### src/rtl/sysmap_pkg.sv
package sysmap_pkg;

   localparam int NUM_RGN = 8;

   typedef enum logic [2:0] {
      RGN_BOOT = 3'd0,
      RGN_CART = 3'd1,
      RGN_VRAM = 3'd2,
      RGN_XRAM = 3'd3,
      RGN_WRAM = 3'd4,
      RGN_OAM  = 3'd5,
      RGN_IO   = 3'd6,
      RGN_HRAM = 3'd7
   } rgn_e;

   // computed boot image: affine byte sequence mixed with a nibble swap
   function automatic logic [7:0] boot_byte(input logic [7:0] idx);
      logic [7:0] m;
      m = idx * 8'd37 + 8'h5B;
      return m ^ {idx[3:0], idx[7:4]};
   endfunction

endpackage

### src/rtl/sysmap_region_dec.sv
module sysmap_region_dec
   import sysmap_pkg::*;
#(
   parameter int AW         = 16,
   parameter int BOOT_BYTES = 256
) (
   input  logic [AW-1:0] addr,
   input  logic          boot,
   output rgn_e          rgn,
   output logic [AW-1:0] loc
);
   localparam logic [AW-1:0] BOOT_MASK  = AW'(BOOT_BYTES - 1);
   localparam logic [AW-1:0] WIN8K_MASK = AW'(16'h1FFF);
   localparam logic [AW-1:0] PAGE_MASK  = AW'(16'h00FF);
   localparam logic [AW-1:0] SMALL_MASK = AW'(16'h007F);

   always_comb begin
      rgn = RGN_CART;
      loc = addr;
      if (boot && (addr < AW'(BOOT_BYTES))) begin
         rgn = RGN_BOOT;
         loc = addr & BOOT_MASK;
      end else if (!addr[15]) begin
         rgn = RGN_CART;
         loc = addr;
      end else begin
         unique case (addr[15:13])
            3'b100: begin rgn = RGN_VRAM; loc = addr & WIN8K_MASK; end
            3'b101: begin rgn = RGN_XRAM; loc = addr & WIN8K_MASK; end
            3'b110: begin rgn = RGN_WRAM; loc = addr & WIN8K_MASK; end
            default: begin
               if (addr[12:9] != 4'hF) begin
                  rgn = RGN_WRAM;
                  loc = addr & WIN8K_MASK;
               end else if (!addr[8]) begin
                  rgn = RGN_OAM;
                  loc = addr & PAGE_MASK;
               end else if (addr[7]) begin
                  rgn = RGN_HRAM;
                  loc = addr & SMALL_MASK;
               end else begin
                  rgn = RGN_IO;
                  loc = addr & SMALL_MASK;
               end
            end
         endcase
      end
   end
endmodule

### src/rtl/sysmap_boot_ctl.sv
module sysmap_boot_ctl
   import sysmap_pkg::*;
#(
   parameter int          AW         = 16,
   parameter int          BOOT_BYTES = 256,
   parameter logic [15:0] EXIT_ADDR  = 16'hFF50
) (
   input  logic          clk,
   input  logic          rst_n,
   input  logic [AW-1:0] addr,
   input  logic          wr,
   output logic          boot,
   output logic [7:0]    boot_data
);
   localparam logic [AW-1:0] IDX_MASK = AW'(BOOT_BYTES - 1);

   logic boot_q;
   logic exit_hit;

   assign exit_hit = wr && (addr == AW'(EXIT_ADDR));

   always_ff @(posedge clk or negedge rst_n) begin
      if (!rst_n)        boot_q <= 1'b1;
      else if (exit_hit) boot_q <= 1'b0;
   end

   assign boot      = boot_q;
   assign boot_data = boot_byte(8'(addr & IDX_MASK));
endmodule

### src/rtl/sysmap_rd_mux.sv
module sysmap_rd_mux #(
   parameter int NSRC = 8,
   parameter int DW   = 8
) (
   input  logic [NSRC-1:0]         sel,
   input  logic [NSRC-1:0][DW-1:0] src,
   output logic [DW-1:0]           dout
);
   always_comb begin
      dout = '0;
      for (int k = 0; k < NSRC; k++) begin
         dout = dout | (src[k] & {DW{sel[k]}});
      end
   end
endmodule

### src/rtl/sysmap_decoder.sv
module sysmap_decoder
   import sysmap_pkg::*;
#(
   parameter int          DATA_W     = 8,
   parameter int          BOOT_BYTES = 256,
   parameter int          RD_LAT     = 1,
   parameter logic [15:0] EXIT_ADDR  = 16'hFF50
) (
   input  logic              clk,
   input  logic              rst_n,
   input  logic [15:0]       cpu_addr,
   input  logic              cpu_wr,
   input  logic [DATA_W-1:0] cpu_wdata,
   output logic [7:0]        rgn_sel,
   output logic [15:0]       loc_addr,
   output logic              mem_wr,
   output logic              mbc_wr,
   output logic [DATA_W-1:0] tgt_wdata,
   output logic              boot_active,
   input  logic [DATA_W-1:0] cart_rdata,
   input  logic [DATA_W-1:0] vram_rdata,
   input  logic [DATA_W-1:0] xram_rdata,
   input  logic [DATA_W-1:0] wram_rdata,
   input  logic [DATA_W-1:0] oam_rdata,
   input  logic [DATA_W-1:0] io_rdata,
   input  logic [DATA_W-1:0] hram_rdata,
   output logic [DATA_W-1:0] cpu_rdata
);
   localparam int AW         = 16;
   localparam int BOOT_AW    = $clog2(BOOT_BYTES);
   localparam int GUARD_TOP  = 16'h1000;

   // elaboration checks
   if (DATA_W != 8) begin : g_bad_dw
      $error("sysmap_decoder: DATA_W must be 8");
   end
   if (BOOT_BYTES < 2 || BOOT_BYTES > 256 || (1 << BOOT_AW) != BOOT_BYTES) begin : g_bad_boot
      $error("sysmap_decoder: BOOT_BYTES must be a power of two in 2..256");
   end
   if (RD_LAT != 0 && RD_LAT != 1) begin : g_bad_lat
      $error("sysmap_decoder: RD_LAT must be 0 or 1");
   end
   if (EXIT_ADDR[15:8] != 8'hFF || EXIT_ADDR[7]) begin : g_bad_exit
      $error("sysmap_decoder: EXIT_ADDR must lie in the I/O page");
   end

   rgn_e                 rgn;
   logic [AW-1:0]        loc;
   logic                 boot;
   logic [7:0]           boot_data;
   logic [NUM_RGN-1:0]   sel_now;
   logic [NUM_RGN-1:0]   sel_rd;
   logic [DATA_W-1:0]    boot_rd;
   logic [NUM_RGN-1:0][DATA_W-1:0] src;

   sysmap_boot_ctl #(
      .AW(AW), .BOOT_BYTES(BOOT_BYTES), .EXIT_ADDR(EXIT_ADDR)
   ) u_boot (
      .clk(clk), .rst_n(rst_n), .addr(cpu_addr), .wr(cpu_wr),
      .boot(boot), .boot_data(boot_data)
   );

   sysmap_region_dec #(
      .AW(AW), .BOOT_BYTES(BOOT_BYTES)
   ) u_dec (
      .addr(cpu_addr), .boot(boot), .rgn(rgn), .loc(loc)
   );

   // one-hot expansion of the region index
   for (genvar g = 0; g < NUM_RGN; g++) begin : g_onehot
      assign sel_now[g] = (rgn == rgn_e'(g));
   end

   // read-path latency variant
   if (RD_LAT == 1) begin : g_rd_reg
      logic [NUM_RGN-1:0] sel_q;
      logic [DATA_W-1:0]  boot_q;
      always_ff @(posedge clk or negedge rst_n) begin
         if (!rst_n) begin
            sel_q  <= '0;
            boot_q <= '0;
         end else begin
            sel_q  <= sel_now;
            boot_q <= boot_data;
         end
      end
      assign sel_rd  = sel_q;
      assign boot_rd = boot_q;
   end else begin : g_rd_comb
      assign sel_rd  = sel_now;
      assign boot_rd = boot_data;
   end

   assign src[RGN_BOOT] = boot_rd;
   assign src[RGN_CART] = cart_rdata;
   assign src[RGN_VRAM] = vram_rdata;
   assign src[RGN_XRAM] = xram_rdata;
   assign src[RGN_WRAM] = wram_rdata;
   assign src[RGN_OAM]  = oam_rdata;
   assign src[RGN_IO]   = io_rdata;
   assign src[RGN_HRAM] = hram_rdata;

   sysmap_rd_mux #(
      .NSRC(NUM_RGN), .DW(DATA_W)
   ) u_mux (
      .sel(sel_rd), .src(src), .dout(cpu_rdata)
   );

   assign rgn_sel     = sel_now;
   assign loc_addr    = loc;
   assign boot_active = boot;
   assign tgt_wdata   = cpu_wdata;
   assign mem_wr      = cpu_wr && cpu_addr[15];
   assign mbc_wr      = cpu_wr && !cpu_addr[15] &&
                        !(boot && ({16'h0, cpu_addr} < 32'(GUARD_TOP)));
endmodule

### config.mk
export PLATFORM = sky130hd
export DESIGN_NAME = sysmap_decoder
export DESIGN_NICKNAME = d
export VERILOG_FILES = /design/src/rtl/sysmap_pkg.sv /design/src/rtl/sysmap_region_dec.sv /design/src/rtl/sysmap_boot_ctl.sv /design/src/rtl/sysmap_rd_mux.sv /design/src/rtl/sysmap_decoder.sv
export SDC_FILE = /design/constraint.sdc
export NUM_CORES = 1
export LEC_CHECK = 0
export ABC_CLOCK_PERIOD_IN_PS = 1850
export BUFFER_PORTS_ARGS = -buffer_cell sky130_fd_sc_hd__buf_2
export CAP_MARGIN = 20
export CORE_MARGIN = 2
export CORE_UTILIZATION = 36
export DETAILED_ROUTE_END_ITERATION = 10
export GPL_TIMING_DRIVEN = 0
export MAX_ROUTING_LAYER = met4
export PLACE_DENSITY = 0.8
export SLEW_MARGIN = 15
export SYNTH_ARGS = -nofsm -noshare
export SYNTH_HDL_FRONTEND = slang
export SYNTH_SLANG_ARGS = --single-unit
### constraint.sdc
create_clock -name clk -period 1.85 [get_ports clk]
set_input_delay 0.555 -clock clk [delete_from_list [all_inputs] [get_ports clk]]
set_output_delay 0.555 -clock clk [all_outputs]
set_load 0.1 [all_outputs]
==> results of run 1 <==
-- kinds of logic after synthesis --
kind of cell	Yosys count
DFF	17
AOI/OAI and AO/OA	44
and+or+nand+nor	38
buffers and inverters	42
xor gates and xnor gates	18
adders and majority gates	19
other	1
-- final cells by class --
| cell class | count | area share |
|---|---|---|
| Multi-Input combinational cell | 120 | 0.401 |
| Timing Repair Buffer | 150 | 0.372 |
| Sequential cell | 17 | 0.115 |
| Buffer | 23 | 0.0605 |
| Inverter | 17 | 0.0220 |
| Tap cell | 52 | 0.0173 |
| Clock buffer | 3 | 0.0110 |
| Clock inverter | 1 | 0.00133 |
-- worst max-delay path: stages --
cell and delay (ns):
buf_8 0.10, ha_4 0.26, ha_4 0.12, inv_2 0.03
fa_1 0.45, fa_1 0.53, inv_2 0.06, ha_4 0.30
nand2_2 0.06, o21ai_2 0.14, xnor2_1 0.15
-- sequential cells by signal, indices dropped and copies added (netlist names) --
| signal | cells |
|---|---|
| g_rd_reg.sel_q | 8 |
| boot_rd | 8 |
| u_boot.boot | 1 |
-- worst paths after layout --
path / depth (start not counted) / endpoint / startpoint
max: 11 / boot_rd[7] / cpu_addr[5]
min: 1 / g_rd_reg.sel_q[1] / rst_n
max reg2reg: 10 / g_rd_reg.sel_q[0] / u_boot.boot
min reg2reg: 2 / u_boot.boot / u_boot.boot
max in group asynchronous: 1 / u_boot.boot / rst_n
min in group clk: 2 / boot_rd[2] / cpu_addr[6]
-- cells in the mapped netlist, drive strengths merged --
| cell type | instances | area share |
|---|---|---|
| a21boi | 1 | 0.0046 |
| a21o | 1 | 0.0046 |
| a21oi | 3 | 0.0091 |
| a22oi | 32 | 0.15 |
| a31o | 1 | 0.0053 |
| a31oi | 1 | 0.0038 |
| and2 | 8 | 0.035 |
| and4 | 1 | 0.0069 |
| buf | 18 | 0.078 |
| clkbuf | 7 | 0.016 |
| conb | 1 | 0.0023 |
| dfrtp | 16 | 0.24 |
| dfstp | 1 | 0.016 |
| fa | 4 | 0.049 |
| ha | 15 | 0.11 |
| inv | 17 | 0.039 |
| nand2 | 5 | 0.011 |
| nand2b | 1 | 0.0038 |
| nand4 | 10 | 0.047 |
| nor2 | 2 | 0.0046 |
| nor2b | 1 | 0.0038 |
| nor3 | 3 | 0.0091 |
| nor3b | 3 | 0.014 |
| nor4 | 2 | 0.0076 |
| o21a | 1 | 0.0046 |
| o21ai | 3 | 0.0091 |
| o31a | 1 | 0.0053 |
| or2 | 1 | 0.0038 |
| or4b | 1 | 0.0061 |
| xnor2 | 13 | 0.069 |
| xor2 | 5 | 0.027 |
-- power by group --
part	total [W]	internal, W	switching (W)
Clock	0.000278	0.000149	0.000129
Combinational	0.00140	0.000583	0.000820
Sequential	0.000473	0.000439	0.0000340
-- through the flow --
| stage | hold slack [ns] | instances | util | total power (W) | cell area [sq um] |
|---|---|---|---|---|---|
| detailed placement | 0.488 | 347 | 0.630 | 0.00160 | 2760 |
| global route | 0.238 | 383 | 0.858 | 0.00224 | 3760 |
| CTS | 0.216 | 378 | 0.819 | 0.00203 | 3590 |
| floorplan | 0.259 | 179 | - | 0.00135 | 2120 |
| finish | 0.205 | 383 | 0.858 | 0.00215 | 3760 |
| global placement | 0.483 | 347 | 0.630 | 0.00158 | 2760 |
-- layer usage --
| layer | GRT usage | vias up | share of wire | wire [um] |
|---|---|---|---|---|
| met2 | 0.528 | 145 | 0.54 | 4170 |
| met1 | 0.288 | 980 | 0.32 | 2450 |
| met3 | 0.0422 | 38 | 0.070 | 541 |
| met4 | 0.174 | 0 | 0.069 | 531 |
| li1 | - | 927 | - | - |
| met5 | - | - | 0 | 0 |
-- repair_timing --
action,CTS,global route
setup endpoints to repair,33,32
gates cloned,0,0
buffers inserted,29,12
gates resized for setup,150,31
pin swaps,48,24
==> flow_metrics.env, run 1 <==
export IMPL_synth_cell_types=34
export IMPL_yosysWarnings=0
export IMPL_initial_core_util=0.374
export IMPL_synth_avg_cell_area_sq_um=9.17
export IMPL_ant_nets=0
export IMPL_drive_gt1_frac=0.798
export IMPL_clk_path_buf_depth=2
export IMPL_pre_cts_ws_ns=-1.07
export IMPL_finalWorstSetupSlack_ns=-0.731
export IMPL_setup_violations=28
export IMPL_worstPathArrival_ns=2.75
export IMPL_ys_ff_latch=17
export IMPL_antenna_found_initial=0
export IMPL_synth_cells=179
export IMPL_dr_total_vias=2090
export IMPL_numClockSinks=17
export IMPL_diodes=0
export IMPL_grt_pass1_wl_um=11000
export IMPL_startpoint_type="input port"
export IMPL_clkTransAtPathRegs_ns=0.07
export IMPL_layout_commonest_cell="buf_2"
export IMPL_fillCellCount=224
export IMPL_die_w_um=71.5
export IMPL_drtPass1Iterations=4
export IMPL_cp_max_fo=3
export IMPL_yosys_area_share_simple=0.153
export IMPL_root_buffer="clkbuf_8"
export IMPL_run_status="finished with violations"
export IMPL_drt_initial_drc_count=54
export IMPL_r2r_slack_ns=0.05
export IMPL_synth_compound_area_frac=0.193
export IMPL_multi_input_area_sq_mm=0.00151
export IMPL_p_per_area_mw_per_mm2=573
export IMPL_fin_crit_sh=1.40
export IMPL_area_growth_pct=129
export IMPL_fp_coreArea_sq_mm=0.00438
export IMPL_regArea_sq_um=433
export IMPL_synthAdderAreaFrac=0.163
export IMPL_grt_total_usage=0.289
export IMPL_synth_mux_area_frac=0
export IMPL_die_y_um=71.5
export IMPL_critical_path_required_ns=2.01
export IMPL_cts_hold_buf=0
export IMPL_grt_overflow=0
export IMPL_vias_per_cell=5.46
export IMPL_grt_max_degree=18
export IMPL_cellLeakagePower_nw=1.70
export IMPL_setup_tns_ns=-5.75
export IMPL_io_buffers=116
export IMPL_h_tree_depth=1
export IMPL_fmax_ghz=0.387
export IMPL_finalMaxSlewViolations=0
export IMPL_dp_hpwl_um=4190
export IMPL_top_level_ports=126
export IMPL_gp_congestion=0.843
export IMPL_numCtsBuffers=3
export IMPL_synth_top_family_by_area="compound AO/OA/AOI/OAI gates"
export IMPL_path_class="input port to flip-flop"
export IMPL_cts_tree="yes"
export IMPL_violations="negative setup slack"
export IMPL_row_count=24
export IMPL_final_cell_mix="buf_2 (74), buf_4 (43), a22oi_2 (29), buf_12 (27), buf_8 (15)"
export IMPL_finalHoldViolCount=0
export IMPL_cap_viol_max_count=0
export IMPL_drt_wirelength_per_cell_um=20.1
export IMPL_ys_seq_area_frac=0.260
export IMPL_drc=0
export IMPL_min_path_type="input port to async pin"
export IMPL_fp_dieArea_sq_mm=0.00512
export IMPL_synth_area_sq_mm=0.00164
export IMPL_cp_end_kind="flip-flop"
export IMPL_rsz0062_at_grt="yes"
export IMPL_min_period_ns=2.58
export IMPL_wl_um=7700
export IMPL_synthesis_nets=281
export IMPL_grt_pass1_vias=2203
export IMPL_fin_nets=434
export IMPL_peakVddDrop_uv=368
export IMPL_fin_skew_ns=0.00159
export IMPL_insertion_delay_ns=0.25
export IMPL_synth_xor_xnor_area_share=0.0960
(Power assumes the default switching activity.)
==> run 2, diff against run 1 <==
==> constraint.sdc (replaced) <==
create_clock -name clk -period 1.85 [get_ports clk]
set_input_delay 0.555 -clock clk [delete_from_list [all_inputs] [get_ports clk]]
set_output_delay 0.555 -clock clk [all_outputs]
set_load 0.02 [all_outputs]
==> run 2 against run 1 <==
The flow still finishes with violations (negative setup slack). Power shrank 27%. Clock power shrank 5%. Utilization shrank 19 points. Routed wire length shrank 28%. Die area is the same. Design area shrank 22%. First-iteration DRC count shrank 52%. Via count shrank 12%. Critical path depth is the same. Global-route usage shrank 8.0 points. Setup slack gained 0.050 ns. Combinational power shrank 41%.
==> flow_metrics.env, run 2 (synthesized netlist as in run 1, its figures left out) <==
export IMPL_run_status="finished with violations"
export IMPL_violations="negative setup slack"
export IMPL_grt_pass1_wl_um=8340
export IMPL_drive_gt1_frac=0.667
export IMPL_diodes=0
export IMPL_crit_start="cpu_addr[3]"
export IMPL_drt_wirelength_per_cell_um=15.6
export IMPL_fin_nets=406
export IMPL_finalNonFillerCells=355
export IMPL_setup_tns_ns=-3.70
export IMPL_timing_rr_start="u_boot.boot"
export IMPL_drc=0
export IMPL_min_path_type="input port to async pin"
export IMPL_startpoint_type="input port"
export IMPL_numCtsBuffers=3
export IMPL_cp_end_kind="flip-flop"
export IMPL_finalWorstSetupSlack_ns=-0.681
export IMPL_dp_hpwl_um=4200
export IMPL_drtPass1Iterations=4
export IMPL_cts_tree="yes"
export IMPL_layout_commonest_cell="buf_2"
export IMPL_fp_coreArea_sq_mm=0.00438
export IMPL_pre_cts_ws_ns=-1.10
export IMPL_reg2regPathDepth=7
export IMPL_path_cells="buf_8 > ha_4 > ha_4 > inv_2 > fa_1 > fa_1 > inv_2 > ha_4 > nand2_1 > o21ai_2 > xnor2_1"
export IMPL_endpoint="boot_rd[7]"
export IMPL_cp_max_fo=3
export IMPL_grt_total_usage=0.209
export IMPL_io_buffers=116
export IMPL_crit_family="adder cells"
export IMPL_path_class="input port to flip-flop"
export IMPL_clk_path_buf_depth=2
export IMPL_finalHoldViolCount=0
export IMPL_top_level_ports=126
export IMPL_fp_dieArea_sq_mm=0.00512
export IMPL_fillCellCount=322
export IMPL_r2r_end="g_rd_reg.sel_q[4]"
export IMPL_dp_cells=347
export IMPL_critical_path_required_ns=2.02
export IMPL_fin_skew_ns=0.00398
export IMPL_die_w_um=71.5
export IMPL_antenna_found_initial=0
export IMPL_fin_crit_sh=1.37
export IMPL_area_growth_pct=78.7
export IMPL_finalMaxSlewViolations=0
export IMPL_clkTransAtPathRegs_ns=0.06
export IMPL_worstPathArrival_ns=2.70
export IMPL_cellLeakagePower_nw=1.39
export IMPL_min_period_ns=2.53
export IMPL_dr_total_vias=1833
export IMPL_rsz0062_at_grt="yes"
export IMPL_cts_hold_buf=0
export IMPL_grt_pass1_vias=1804
export IMPL_vias_per_cell=5.16
export IMPL_numClockSinks=17
export IMPL_cap_viol_max_count=0
export IMPL_critPathSlowestCell="fa_1"
export IMPL_grt_max_degree=18
export IMPL_p_per_area_mw_per_mm2=534
export IMPL_cpMostUsedCell="ha_4"
export IMPL_critPathBufInv=3
export IMPL_h_tree_depth=1
export IMPL_final_util=0.669
export IMPL_drt_initial_drc_count=26
export IMPL_cp_depth=11
export IMPL_peakVddDrop_uv=265
export IMPL_wl_um=5540
export IMPL_setup_violations=17
export IMPL_grt_overflow=0
export IMPL_max_stage_delay_ns=0.51
export IMPL_gp_congestion=0.843
export IMPL_fmax_ghz=0.395
export IMPL_r2r_slack_ns=0.46
export IMPL_initial_core_util=0.374
export IMPL_die_y_um=71.5
export IMPL_root_buffer="clkbuf_8"
export IMPL_insertion_delay_ns=0.24
export IMPL_final_cell_mix="buf_2 (90), a22oi_1 (31), buf_4 (27), buf_6 (20), xnor2_1 (13)"
export IMPL_ant_nets=0
export IMPL_row_count=24
run 2: final cells by class:
cell class / count / area [sq um] / area share
multi-input combinational: 120 / 1300 / 0.444
sequential: 17 / 432 / 0.147
clock buffer: 4 / 45.0 / 0.0154
timing repair buffer: 128 / 868 / 0.296
inverter: 17 / 87.6 / 0.0299
buffer: 17 / 134 / 0.0456
tap: 52 / 65.1 / 0.0222
run 2: what timing repair did:
action	4_1_cts	5_1_grt
setup buffers	9	3
pin swaps	27	14
gates resized for setup	71	20
setup endpoints to repair	27	26
run 2: worst min-delay path by stage:
stage	from	endpoint	slack, ns	cells after the start
finish	rst_n	boot_rd[3]	0.21	1
floorplan	rst_n	boot_rd[0]	0.26	0
detailed placement	u_boot.boot	u_boot.boot	0.46	1
global route	rst_n	boot_rd[3]	0.23	1
CTS	rst_n	g_rd_reg.sel_q[1]	0.23	1
global placement	u_boot.boot	u_boot.boot	0.46	1
run 2: report_power, final:
part           internal [W]  switching (W)  total (W)
sequential         0.000439      0.0000365   0.000476
combinational      0.000430       0.000395   0.000825
clock              0.000152       0.000112   0.000264
total               0.00102       0.000544    0.00156
run 2: metrics by stage:
stage	hold slack, ns	cell area [sq um]	power (W)
floorplan	0.259	1850	0.000963
global placement	0.463	2500	0.00118
detailed placement	0.463	2500	0.00121
CTS	0.231	2830	0.00153
global route	0.233	2930	0.00167
finish	0.213	2930	0.00156
run 2: per-layer routing:
metal,share of wire,track usage
met5,0,-
met4,0.012,0.0482
met3,0.077,0.0197
met2,0.53,0.382
met1,0.38,0.248
==> run 3, diff against run 2 <==
--- a/config.mk
+++ b/config.mk
@@ -9,12 +9,13 @@
 export BUFFER_PORTS_ARGS = -buffer_cell sky130_fd_sc_hd__buf_2
 export CAP_MARGIN = 20
 export CORE_MARGIN = 2
-export CORE_UTILIZATION = 36
+export CORE_UTILIZATION = 37
 export DETAILED_ROUTE_END_ITERATION = 10
 export GPL_TIMING_DRIVEN = 0
 export MAX_ROUTING_LAYER = met4
-export PLACE_DENSITY = 0.8
+export PLACE_DENSITY = 0.81
 export SLEW_MARGIN = 15
 export SYNTH_ARGS = -nofsm -noshare
 export SYNTH_HDL_FRONTEND = slang
+export SYNTH_HIERARCHICAL = 1
 export SYNTH_SLANG_ARGS = --single-unit
==> run 3 against run 2 <==
The flow still finishes with violations (negative setup slack). Via count increased by 4.3%. Final cell count increased by 2.8%. Power increased by 12%. Die area decreased by 1.1%. Critical path type unchanged. Critical endpoint unchanged. Largest power group unchanged.
==> flow_metrics.env, run 3 <==
export IMPL_peakVddDrop_uv=265
export IMPL_min_period_ns=2.70
export IMPL_diodes=0
export IMPL_ys_ff_latch=17
export IMPL_post_synth_top_count_cell="a22oi_1"
export IMPL_dr_total_vias=1911
export IMPL_path_cells="buf_8 > ha_4 > ha_4 > inv_2 > fa_1 > fa_1 > inv_2 > ha_4 > nand2_2 > o21ai_2 > xnor3_1"
export IMPL_ys_seq_area_frac=0.256
export IMPL_final_util=0.705
export IMPL_synth_async_reset_ratio=1.00
export IMPL_netlist_area_leader_share=0.240
export IMPL_die_y_um=71.1
export IMPL_numCtsBuffers=3
export IMPL_finalHoldWorstSlack_ns=0.200
export IMPL_gp_congestion=0.962
export IMPL_timing_rr_start="u_boot/boot"
export IMPL_initial_core_util=0.383
export IMPL_fp_dieArea_sq_mm=0.00506
export IMPL_cellLeakagePower_nw=1.44
export IMPL_grt_max_degree=18
export IMPL_finalWorstSetupSlack_ns=-0.853
export IMPL_yosysWarnings=6
export IMPL_crit_start="cpu_addr[3]"
export IMPL_numClockSinks=17
export IMPL_clkTransAtPathRegs_ns=0.06
export IMPL_grt_pass1_vias=1849
export IMPL_synth_edf_count=0
export IMPL_cap_viol_max_count=0
export IMPL_fp_coreArea_sq_mm=0.00435
export IMPL_dp_hpwl_um=4330
export IMPL_path_class="input port to flip-flop"
export IMPL_h_tree_depth=1
export IMPL_cts_hold_buf=0
export IMPL_min_path_type="input port to async pin"
export IMPL_fmax_ghz=0.370
export IMPL_drc=0
export IMPL_synth_common_cells="a22oi_1 (32), buf_4 (16), dfrtp_1 (16), ha_1 (15), inv_1 (15)"
export IMPL_root_buffer="clkbuf_8"
export IMPL_fin_nets=416
export IMPL_row_count=24
export IMPL_cp_end_kind="flip-flop"
export IMPL_max_stage_delay_ns=0.52
export IMPL_synthTopCellsByArea="dfrtp_1 (24%), a22oi_1 (14%), ha_1 (11%)"
export IMPL_grt_overflow=0
export IMPL_io_buffers=116
export IMPL_critical_path_required_ns=1.97
export IMPL_fin_skew_ns=0.00124
export IMPL_area_growth_pct=84.2
export IMPL_insertion_delay_ns=0.26
export IMPL_drtPass1Iterations=4
export IMPL_cp_max_fo=3
export IMPL_run_status="finished with violations"
export IMPL_p_per_area_mw_per_mm2=571
export IMPL_ant_nets=0
export IMPL_startpoint_type="input port"
export IMPL_wl_um=6140
export IMPL_finalMaxSlewViolations=0
export IMPL_setup_violations=19
export IMPL_fin_crit_sh=1.46
export IMPL_synth_cell_types=39
export IMPL_drt_initial_drc_count=66
export IMPL_critPathSlowestCell="fa_1"
export IMPL_grt_pass1_wl_um=8650
export IMPL_die_w_um=71.1
export IMPL_layout_commonest_cell="buf_2"
export IMPL_drive_gt1_frac=0.684
export IMPL_grt_total_usage=0.224
export IMPL_top_level_ports=126
export IMPL_cpMostUsedCell="ha_4"
export IMPL_synth_largest_area_cell="dfrtp_1"
export IMPL_vias_per_cell=5.24
export IMPL_violations="negative setup slack"
export IMPL_synth_avg_cell_area_sq_um=9.36
export IMPL_rsz0062_at_grt="yes"
export IMPL_synth_ff_type="dfrtp_1"
export IMPL_synthesis_nets=280
export IMPL_worstPathArrival_ns=2.83
export IMPL_finalHoldViolCount=0
export IMPL_synth_cells=178
export IMPL_drt_wirelength_per_cell_um=16.8
export IMPL_final_cell_mix="buf_2 (90), buf_4 (40), a22oi_1 (26), buf_6 (14), dfrtp_1 (13)"
export IMPL_antenna_found_initial=0
export IMPL_cts_tree="yes"
export IMPL_synth_area_sq_mm=0.00167
export IMPL_clk_path_buf_depth=2
## run 3: cell count changes after synthesis, sizes merged, moves of 2 or more
cell,before,now
and3,0,2
xor2,5,3
nand2,5,2
buf,18,20
nor2b,1,5
inv,17,15
and3b,0,2
and2,8,2
clkbuf,7,4
and2b,0,2
nand4,10,12
## run 3: where the power goes
group | total [W] | switching [W] | leakage, nW | internal [W]
clock network | 0.000274 | 0.000121 | 0.0228 | 0.000153
logic | 0.000998 | 0.000460 | 1.21 | 0.000538
registers | 0.000480 | 0.0000384 | 0.206 | 0.000442
## run 3: repair_timing
action                     in CTS  in global routing
buffers inserted               16                  7
setup endpoints to repair      27                 26
gates resized for setup        67                 26
pin swaps                      32                 17
## run 3: per-layer routing
layer  vias up  wire, um  track usage
met5         -         0            -
met4         0       269        0.105
met3        21       348       0.0171
met2        91      3370        0.432
met1       891      2150        0.225
li1        908         -            -
## run 3: through the flow
step | std cells | setup TNS (ns) | power [W] | worst slack, ns | area [sq um]
after floorplan | 178 | -3.51 | 0.00102 | -0.877 | 1910
after global placement | 346 | -8.37 | 0.00126 | -1.28 | 2560
after detailed placement | 346 | -8.92 | 0.00128 | -1.33 | 2560
after CTS | 360 | -5.51 | 0.00169 | -0.853 | 2920
after global routing | 365 | -6.79 | 0.00186 | -0.922 | 3070
final | 365 | -6.22 | 0.00175 | -0.853 | 3070
## run 3: area by class of cell
type | count | area (sq um)
tap | 52 | 65.1
clock buffer | 4 | 45.0
timing repair buffer | 139 | 978
fill | 324 | 1280
buffer | 16 | 120
multi-input combinational | 122 | 1370
inverter | 15 | 63.8
sequential | 17 | 430
## run 3: final timing paths
path                       slack (ns)                end  depth (start not counted)
max reg2reg                      0.42  g_rd_reg.sel_q[1]                          3
min                              0.20  g_rd_reg.sel_q[5]                          1
min reg2reg                      0.50        u_boot/boot                          1
max in group asynchronous        1.35        u_boot/boot                          1
min in group clk                 0.50        u_boot/boot                          1
max                             -0.85         boot_rd[7]                         11
## run 3: cells by family after synthesis
group / after synthesis / share of synthesized area
buf+inv: 39 / 0.124
xor+xnor: 17 / 0.0976
fa+ha+maj: 19 / 0.161
other cells: 1 / 0.00225
simple gates: 42 / 0.170
compound gates: 43 / 0.190
flops: 17 / 0.256
## run 3: worst max-delay path, delay by kind of cell
kind / cells / cell delay [ns]
fa+ha+maj: 5 / 1.66
xor+xnor: 1 / 0.26
buf+inv: 3 / 0.18
compound gates: 1 / 0.14
simple gates: 1 / 0.05
